[src/rtl/eeprom_fetch_seq_pkg.sv]
package eeprom_fetch_seq_pkg;

  // Opcodes seen by the I2C byte master
  typedef enum logic [2:0] {
    OP_START  = 3'd0,
    OP_RSTART = 3'd1,
    OP_WRITE  = 3'd2,
    OP_READ   = 3'd3,
    OP_STOP   = 3'd4
  } i2c_op_e;

  // Which command of the transfer is current
  typedef enum logic [3:0] {
    PH_SEL,    // start or repeated start before write address
    PH_DEVW,   // device address, write direction
    PH_OFFH,   // offset high byte (extended only)
    PH_OFFL,   // offset low byte
    PH_TURN,   // repeated start before read address
    PH_DEVR,   // device address, read direction
    PH_READ,   // data byte read
    PH_DRAIN,  // closing read after terminator, discarded
    PH_STOP
  } phase_e;

  typedef enum logic [2:0] {
    ST_IDLE,
    ST_ISSUE,
    ST_WAIT,
    ST_SHOW,
    ST_DONE,
    ST_FAIL
  } ctl_e;

endpackage

[src/rtl/fetch_cursor.sv]
module fetch_cursor #(
  parameter int unsigned STD_DEVS  = 8,
  parameter int unsigned STD_BYTES = 256,
  parameter int unsigned EXT_AW    = 16,
  localparam int unsigned DEV_W    = (STD_DEVS > 1) ? $clog2(STD_DEVS) : 1
) (
  input  logic             clk,
  input  logic             rst,
  input  logic             clr_i,
  input  logic             ext_i,
  input  logic             step_byte_i,
  input  logic             step_dev_i,
  output logic [DEV_W-1:0] dev_o,
  output logic             first_dev_o,
  output logic             at_end_o,
  output logic             last_dev_o
);

  localparam int unsigned STD_OW = (STD_BYTES > 1) ? $clog2(STD_BYTES) : 1;
  localparam int unsigned CW     = (EXT_AW > STD_OW) ? EXT_AW : STD_OW;
  localparam logic [CW-1:0]    STD_LAST = CW'(STD_BYTES - 1);
  localparam logic [CW-1:0]    EXT_LAST = {{(CW-EXT_AW+1){1'b0}}, {EXT_AW{1'b1}}} [CW-1:0];
  localparam logic [DEV_W-1:0] DEV_LAST = DEV_W'(STD_DEVS - 1);

  logic [CW-1:0]    off_q;
  logic [DEV_W-1:0] dev_q;

  always_ff @(posedge clk) begin
    if (rst || clr_i) begin
      off_q <= '0;
      dev_q <= '0;
    end else if (step_dev_i) begin
      off_q <= '0;
      dev_q <= dev_q + 1'b1;
    end else if (step_byte_i) begin
      off_q <= off_q + 1'b1;
    end
  end

  assign dev_o       = dev_q;
  assign first_dev_o = (dev_q == '0);
  assign at_end_o    = ext_i ? (off_q == EXT_LAST) : (off_q == STD_LAST);
  assign last_dev_o  = ext_i | (dev_q == DEV_LAST);

endmodule

[src/rtl/fetch_cmd_encode.sv]
module fetch_cmd_encode
  import eeprom_fetch_seq_pkg::*;
#(
  parameter int unsigned DEV_W    = 3,
  parameter logic [6:0]  DEV_BASE = 7'h50
) (
  input  phase_e           phase_i,
  input  logic [DEV_W-1:0] dev_i,
  input  logic             ext_i,
  input  logic             first_i,
  input  logic             at_end_i,
  output i2c_op_e          op_o,
  output logic [7:0]       data_o,
  output logic             ack_o
);

  logic [6:0] bus_addr;

  // Standard devices sit consecutively above the base address
  assign bus_addr = ext_i ? DEV_BASE : (DEV_BASE + 7'(dev_i));

  always_comb begin
    op_o   = OP_STOP;
    data_o = 8'h00;
    ack_o  = 1'b0;
    unique case (phase_i)
      PH_SEL:   op_o = first_i ? OP_START : OP_RSTART;
      PH_DEVW: begin
        op_o   = OP_WRITE;
        data_o = {bus_addr, 1'b0};
      end
      PH_OFFH,
      PH_OFFL:  op_o = OP_WRITE;
      PH_TURN:  op_o = OP_RSTART;
      PH_DEVR: begin
        op_o   = OP_WRITE;
        data_o = {bus_addr, 1'b1};
      end
      PH_READ: begin
        op_o  = OP_READ;
        ack_o = ~at_end_i;
      end
      PH_DRAIN: op_o = OP_READ;
      default:  op_o = OP_STOP;
    endcase
  end

endmodule

[src/rtl/eeprom_fetch_seq.sv]
module eeprom_fetch_seq
  import eeprom_fetch_seq_pkg::*;
#(
  parameter int unsigned STD_DEVS  = 8,
  parameter int unsigned STD_BYTES = 256,
  parameter int unsigned EXT_AW    = 16,
  parameter logic [6:0]  DEV_BASE  = 7'h50
) (
  input  logic       clk,
  input  logic       rst,
  input  logic       start_i,
  input  logic       mode_ext_i,
  output logic       cmd_valid_o,
  input  logic       cmd_ready_i,
  output logic [2:0] cmd_op_o,
  output logic [7:0] cmd_data_o,
  output logic       cmd_ack_o,
  input  logic       rsp_valid_i,
  input  logic [7:0] rsp_data_i,
  input  logic       rsp_nack_i,
  output logic       byte_valid_o,
  output logic [7:0] byte_data_o,
  input  logic       last_frame_i,
  output logic       busy_o,
  output logic       done_o,
  output logic       err_o
);

  localparam int unsigned DEV_W = (STD_DEVS > 1) ? $clog2(STD_DEVS) : 1;

  ctl_e       st_q, st_n;
  phase_e     ph_q, ph_n;
  logic       ext_q, ext_n;
  logic       fail_q, fail_n;
  logic [7:0] byte_q, byte_n;
  logic       bv_q, bv_n;

  logic             cur_clr, cur_byte, cur_dev;
  logic [DEV_W-1:0] dev_w;
  logic             first_w, at_end_w, last_dev_w;
  i2c_op_e          op_w;
  logic             write_ph;

  fetch_cursor #(
    .STD_DEVS (STD_DEVS),
    .STD_BYTES(STD_BYTES),
    .EXT_AW   (EXT_AW)
  ) cursor_i (
    .clk        (clk),
    .rst        (rst),
    .clr_i      (cur_clr),
    .ext_i      (ext_q),
    .step_byte_i(cur_byte),
    .step_dev_i (cur_dev),
    .dev_o      (dev_w),
    .first_dev_o(first_w),
    .at_end_o   (at_end_w),
    .last_dev_o (last_dev_w)
  );

  fetch_cmd_encode #(
    .DEV_W   (DEV_W),
    .DEV_BASE(DEV_BASE)
  ) encode_i (
    .phase_i (ph_q),
    .dev_i   (dev_w),
    .ext_i   (ext_q),
    .first_i (first_w),
    .at_end_i(at_end_w),
    .op_o    (op_w),
    .data_o  (cmd_data_o),
    .ack_o   (cmd_ack_o)
  );

  assign write_ph = (ph_q == PH_DEVW) || (ph_q == PH_OFFH) ||
                    (ph_q == PH_OFFL) || (ph_q == PH_DEVR);

  always_comb begin
    st_n     = st_q;
    ph_n     = ph_q;
    ext_n    = ext_q;
    fail_n   = fail_q;
    byte_n   = byte_q;
    bv_n     = 1'b0;
    cur_clr  = 1'b0;
    cur_byte = 1'b0;
    cur_dev  = 1'b0;
    unique case (st_q)
      ST_IDLE, ST_DONE, ST_FAIL: begin
        if (start_i) begin
          st_n    = ST_ISSUE;
          ph_n    = PH_SEL;
          ext_n   = mode_ext_i;
          fail_n  = 1'b0;
          cur_clr = 1'b1;
        end
      end
      ST_ISSUE: begin
        if (cmd_ready_i) st_n = ST_WAIT;
      end
      ST_WAIT: begin
        if (rsp_valid_i) begin
          st_n = ST_ISSUE;
          if (write_ph && rsp_nack_i) begin
            fail_n = 1'b1;
            ph_n   = PH_STOP;
          end else begin
            unique case (ph_q)
              PH_SEL:   ph_n = PH_DEVW;
              PH_DEVW:  ph_n = ext_q ? PH_OFFH : PH_OFFL;
              PH_OFFH:  ph_n = PH_OFFL;
              PH_OFFL:  ph_n = PH_TURN;
              PH_TURN:  ph_n = PH_DEVR;
              PH_DEVR:  ph_n = PH_READ;
              PH_READ: begin
                byte_n = rsp_data_i;
                bv_n   = 1'b1;
                st_n   = ST_SHOW;
              end
              PH_DRAIN: ph_n = PH_STOP;
              default:  st_n = fail_q ? ST_FAIL : ST_DONE;
            endcase
          end
        end
      end
      ST_SHOW: begin
        st_n = ST_ISSUE;
        if (last_frame_i) begin
          // a byte already read with NACK can go straight to stop
          ph_n = at_end_w ? PH_STOP : PH_DRAIN;
        end else if (at_end_w) begin
          if (last_dev_w) begin
            fail_n = 1'b1;
            ph_n   = PH_STOP;
          end else begin
            cur_dev = 1'b1;
            ph_n    = PH_SEL;
          end
        end else begin
          cur_byte = 1'b1;
          ph_n     = PH_READ;
        end
      end
      default: st_n = ST_IDLE;
    endcase
  end

  always_ff @(posedge clk) begin
    if (rst) begin
      st_q   <= ST_IDLE;
      ph_q   <= PH_SEL;
      ext_q  <= 1'b0;
      fail_q <= 1'b0;
      byte_q <= 8'h00;
      bv_q   <= 1'b0;
    end else begin
      st_q   <= st_n;
      ph_q   <= ph_n;
      ext_q  <= ext_n;
      fail_q <= fail_n;
      byte_q <= byte_n;
      bv_q   <= bv_n;
    end
  end

  assign cmd_valid_o  = (st_q == ST_ISSUE);
  assign cmd_op_o     = op_w;
  assign byte_valid_o = bv_q;
  assign byte_data_o  = byte_q;
  assign busy_o       = (st_q == ST_ISSUE) || (st_q == ST_WAIT) || (st_q == ST_SHOW);
  assign done_o       = (st_q == ST_DONE);
  assign err_o        = (st_q == ST_FAIL);

endmodule

[config.mk]
export PLATFORM = sky130hd
export DESIGN_NAME = eeprom_fetch_seq
export DESIGN_NICKNAME = d
export VERILOG_FILES = /design/src/rtl/eeprom_fetch_seq_pkg.sv /design/src/rtl/fetch_cursor.sv /design/src/rtl/fetch_cmd_encode.sv /design/src/rtl/eeprom_fetch_seq.sv
export SDC_FILE = /design/constraint.sdc
export NUM_CORES = 1
export LEC_CHECK = 0
export ABC_CLOCK_PERIOD_IN_PS = 1700
export CORE_UTILIZATION = 47
export CTS_CLUSTER_DIAMETER = 200
export DETAILED_ROUTE_END_ITERATION = 10
export HOLD_SLACK_MARGIN = 0.06
export PLACE_DENSITY = 0.85
export SETUP_SLACK_MARGIN = 0.2
export SLEW_MARGIN = 30
export SYNTH_ARGS = -nofsm -noshare
export SYNTH_HDL_FRONTEND = slang
export SYNTH_SLANG_ARGS = --single-unit
export TNS_END_PERCENT = 10
[constraint.sdc]
create_clock -name clk -period 1.7 [get_ports clk]
set_input_delay 0.34 -clock clk [delete_from_list [all_inputs] [get_ports clk]]
set_output_delay 0.34 -clock clk [all_outputs]
set_load 0.02 [all_outputs]
---- Yosys cells after proc, flatten, opt, wreduce, memory -nomap -nowiden ----
Index checks and enable logic that the tools add are counted.
operators by class
  add/subtract/negate cells ............... 3
  multiply operators ...................... 0
  div/mod/pow operators ................... 0
  magnitude comparators ................... 0
  eq/ne operators ......................... 23
  shift-type cells ........................ 0
  multiplexer cells ....................... 40
  bitwise logic cells ..................... 5
  reduce and logical (&&, ||, !) cells .... 22
operators by type and width
  kind                     count
  $mux W4                  7
  $pmux W4 S7              1
  $pmux W3 S4              2
  $mux W1                  21
  $add A16 B1 Y16 const B  1
  $eq A16 B16 Y1 const B   1
  $eq A16 B8 Y1 const B    1
  $eq A4 B3 Y1 const B     4
  $pmux W8 S2              1
  $mux W3                  4
  $pmux W4 S3              1
  $ne A2 B2 Y1 const B     5
  $eq A3 B3 Y1 const B     3
  $ne A9 B6 Y1 const B     1
  $eq A4 B2 Y1 const B     2
  $reduce_and A4 Y1        2
  $reduce_or A4 Y1         2
  $add A7 B3 Y7 const A    1
  $mux W7                  1
  $reduce_and A7 Y1        1
  $reduce_or A7 Y1         1
  $eq A3 B2 Y1 const B     2
  $logic_not A3 Y1         2
  $logic_or A1 B1 Y1       6
  15 further kinds         20
word-level totals
  register bits ........................... 37
  latch bits .............................. 0
  bits in writable memories ............... 0
  ROM bits ................................ 0
  bits of input ports ..................... 16
  output and inout bits ................... 25
  logic and storage cells ................. 101
  memories kept ........................... 0

---- Logic depth before layout (Yosys ltp) ----
  depth in word-level cells ............... 8
  mapped depth ............................ 7
  depth with buffers taken out ............ 7

---- By module ----
A second synthesis with hierarchy kept.
second synthesis, totals
  cell total of the unflattened synthesis .. 235
  area total of the unflattened synthesis .. 1956.9 um2
modules (own cells, without submodules)
  module            times used  cells an instance  area each (um2)  seq. area each (um2)
  eeprom_fetch_seq  1           116                944.7            360.3
  fetch_cursor      1           101                899.6            380.4
  fetch_cmd_encode  1           18                 112.6            0.0

---- Worst setup path after synthesis ----
Ideal clock, no wire load.
  kind .................................... reg2out
  start point ............................. register cursor_i.off_q[9]
  end point ............................... output port cmd_ack_o
  arrival time ............................ 1.550 ns
  data required time ...................... 1.360 ns
  setup slack ............................. -0.190 ns
  cell stages (with the launch flop) ...... 5
  path through ............................ dfxtp_1 -> nand4_2 -> or3_4 -> a211o_1 -> and3_1
between the ends
  cells in the longest elaborated chain, start to end .. 4
ends and longest elaborated chain
  item                                             RTL line                text
  start, declared                                  fetch_cursor.sv:25      logic [CW-1:0] off_q;
  start signal, assigned                           fetch_cursor.sv:36      off_q <= off_q + 1'b1;
  $eq A16 B8 Y1 or $eq A16 B16 Y1 (tied branches)  fetch_cursor.sv:42      assign at_end_o = ext_i ? (off_q == EXT_LAST) : (off_q == STD_LAST);
  $mux W1 (*)                                      fetch_cursor.sv:42
  $not A1 Y1 (*)                                   fetch_cmd_encode.sv:41  ack_o = ~at_end_i;
  $mux W1 (*)                                      fetch_cmd_encode.sv:26  unique case (phase_i)
  end, declared                                    eeprom_fetch_seq.sv:17  output logic cmd_ack_o,
Mark *: on every way between the ends. The rest lies on a longest branch, timed or not.

---- Worst setup path in the final report ----
  start point ............................. register cursor_i.off_q[11]
  end point ............................... output port cmd_ack_o
The elaborated chain is that of the path after synthesis.

==> flow_metrics.tcl <==
set metrics [dict create \
    dieArea_sq_mm 0.00488 \
    pre_cts_slack_ps -607 \
    htree_num_levels 2 \
    ys_warn_count 0 \
    cts_hold_buffers 0 \
    hold_viol_final 0 \
    p_total_mw 2.61 \
    synth_fa_ha_area_frac 0.0231 \
    vias 2796 \
    regToRegSetupSlack_ps -450 \
    clock-root-buffer "clkbuf_8" \
    power.share.combinational 0.316 \
    min_period_over_period 1.28 \
    timing.hold.worst.start "byte_data_o[3]" \
    report.final.slew_viol_count 0 \
    regToRegEndpoint "cursor_i.off_q[6]" \
    pwr_dens_mw_per_mm2 719 \
    drt-pass1-iter-count 5 \
    crit-reg2reg-launch "cursor_i.off_q[11]" \
    io-pin-count 41 \
    synth_seq_cells 37 \
    synth_sequential_area_ratio 0.342 \
    grt_overflow_total 0 \
    buffer_ports.inserted 38 \
    failed_checks "negative setup slack" \
    grt_antenna_before_repair 0 \
    globalRouteTotalUtil 0.362 \
    maxClockFrequency_mhz 458 \
    end_point_of_the_worst_hold_path "byte_data_o[3]" \
    netSwitchingFraction 0.330 \
    clock_insertion_delay_worst_skew_ps 310 \
    die_width_microns 69.9 \
    report.final.setup_viol 27 \
    total_leakage_power_nw 1.53 \
    critical_path_class "flip-flop to primary output" \
    initial_utilization 0.494 \
    core_region_area_sq_mm 0.00438 \
    cts.clk_slew.worst_paths_ps 80 \
    synthFlopType "dfxtp_1" \
    critPathLaunchType "flip-flop" \
    placement_row_count 24 \
    final_layout_size_suffix_gt1_frac 0.461 \
    die_y_microns 69.9 \
    dp_hpwl_microns 4930 \
    clock_power_share 0.317 \
    finClkSkew_ps 10.4 \
    internal_power_mw 1.75 \
    synth_xor_area_frac 0.00809 \
    numCtsBuffers 5 \
    seqPwrFrac 0.367 \
    worstPathArrival_ps 1840 \
    final_core_density 0.829 \
    layout_min_cycle_time_ps 2180 \
    antenna_left 0 \
    worst_hold_path.num_cells 2 \
    postSynthCellCount 262 \
    worst_ir_drop_vdd_mv 0.556 \
    switchingPower_mw 0.863 \
    grt_setup_unrepaired "true" \
    synthMuxAreaShare 0.0508 \
    drt_iter0_markers 359 \
    synth_simple_gate_area_frac 0.331 \
    diodes 0 \
    critical_path_start "cursor_i.off_q[11]" \
    grt_pass1_vias 2837 \
    clockBufferDepth 2 \
    min_path_type "flip-flop to flip-flop" \
    ys_types 60 \
    gp_congestion 0.867 \
    required_ps 1360 \
    compound_cell_area_share_of_the_yosys_netlist 0.190 \
    wirelength_microns 9620 \
    numClockSinks 37 \
    critical_path_peak_fanout 4 \
    grt_first_pass_wirelength_microns 13800 \
    fin_area_sq_mm 0.00363 \
    drc 0 \
    maxCapViolations 0 \
    cts_tree "built" \
    dominant_combinational_cell_family_by_area_after_synthesis "simple AND/OR/NAND/NOR gates" \
    timing.reg2reg.worst_path_depth 10 \
    setup_tns_ps -6990 \
    run_status "complete, but fails checks" \
    dpl_cell_area_sq_mm 0.00311 \
    postSynth.asyncResetShare 0 \
    netlist_area_sq_mm 0.00217 \
    routed_wire_length_per_instance_microns 22.5 \
    timing.critical_path.to_type "primary output" \
    filler_cell_count 215 \
    drt-vias-per-instance 6.55 \
    grt_max_degree 20 \
    area_growth_pct 67.8 \
    synth_edf_count 0 \
    final_ws_setup_ps -484 \
    finalNetCount 394 \
    synth.avg_cell_area_sq_um 8.27 \
]
layout by cell type (no fill, tap or decap), types with 9 or more instances in the layout:
master	instances
a21oi_1	14
buf_4	77
buf_6	14
clkdlybuf4s50_1	14
dfxtp_1	20
dfxtp_4	9
dlygate4sd2_1	11
mux2i_1	11
nand2_1	12
nand3_1	11
nor2_1	26
or3_1	9
logic make-up after synthesis:
kind of cell             count (synthesis)
AO/OA/AOI/OAI                           62
adder cells (fa/ha/maj)                  4
XOR/XNOR                                 2
AND/OR/NAND/NOR                        121
multiplexers                            11
flip-flops                              37
buffers and inverters                   24
other                                    1
final cells by class:
cell class                      count  area [sq um]  area share
Sequential cell                    37           785       0.216
Multi-Input combinational cell    202          1580       0.436
Clock buffer                        6          82.6      0.0227
Timing Repair Buffer              122          1060       0.291
Tap cell                           52          65.1      0.0179
Inverter                            6          22.5     0.00620
Clock inverter                      2          37.5      0.0103
cells in the mapped netlist (2+ instances only):
cell / n / share of area
nand3b_1: 2 / 0.0069
nand3_1: 15 / 0.035
buf_4: 3 / 0.010
and2_1: 3 / 0.0087
inv_1: 6 / 0.010
or3_1: 10 / 0.029
dfxtp_1: 37 / 0.34
o21ai_0: 5 / 0.012
ha_1: 4 / 0.023
o31ai_1: 6 / 0.021
a211o_1: 2 / 0.0081
nand4_1: 4 / 0.012
nor2b_1: 4 / 0.012
a21boi_0: 2 / 0.0069
nand2_1: 13 / 0.023
and4_1: 2 / 0.0081
and3b_1: 2 / 0.0081
nor4_2: 2 / 0.012
a21oi_1: 21 / 0.049
and3_1: 2 / 0.0058
nand2b_1: 3 / 0.0087
nor2_1: 32 / 0.055
a22oi_1: 2 / 0.0069
buf_2: 5 / 0.012
a21o_1: 2 / 0.0069
a31oi_1: 2 / 0.0058
mux2i_1: 11 / 0.051
nor4_1: 6 / 0.017
nor3_1: 4 / 0.0092
a311oi_1: 2 / 0.0081
or4_1: 5 / 0.017
clkbuf_1: 9 / 0.016
o21ai_1: 7 / 0.016
flip-flops by register name (all words and copies together), names as in the netlist:
signal / cells
st_q: 3
fail_q: 1
ext_q: 1
byte_data_o: 8
byte_valid_o: 1
cursor_i.dev_o: 3
cursor_i.off_q: 16
ph_q: 4
critical path, stage by stage (launching register included):
cell and delay (ps):
dfxtp_2 340, buf_4 150, nor2_2 250, nand3_2 150
a211o_4 380, and3_4 150, buf_6 120
layer usage:
layer	vias to the layer above	track usage	wire, microns
met2	200	0.615	4610
met3	90	0.0823	684
met1	1322	0.381	3480
li1	1184	-	-
met4	0	0.293	835
met5	-	0	0
repair_timing:
item,CTS,global route
pin swaps,19,11
endpoints found under the setup margin,59,50
gates resized for setup,134,26
buffers inserted,9,6
worst max-delay path by stage:
stage | end | cells after the start
finish | cmd_ack_o | 6
global route | cmd_ack_o | 6
CTS | cmd_ack_o | 5
detailed placement | cmd_ack_o | 5
global placement | cmd_ack_o | 5
floorplan | cmd_ack_o | 4
power by group through the flow:
stage,combinational (mW),sequential (mW),clock [mW]
global placement,0.613,0.959,0
detailed placement,0.637,0.962,0
finish,0.827,0.959,0.828
global route,0.855,0.962,0.869
CTS,0.718,0.950,0.819
floorplan,0.360,0.935,0
metrics by stage:
step	hold WS, ps	instances
after floorplan	458	263
final	498	427
after global placement	466	404
after detailed placement	484	404
after CTS	498	421
after global routing	531	427
No activity file was read; power rests on OpenSTA's default activity.
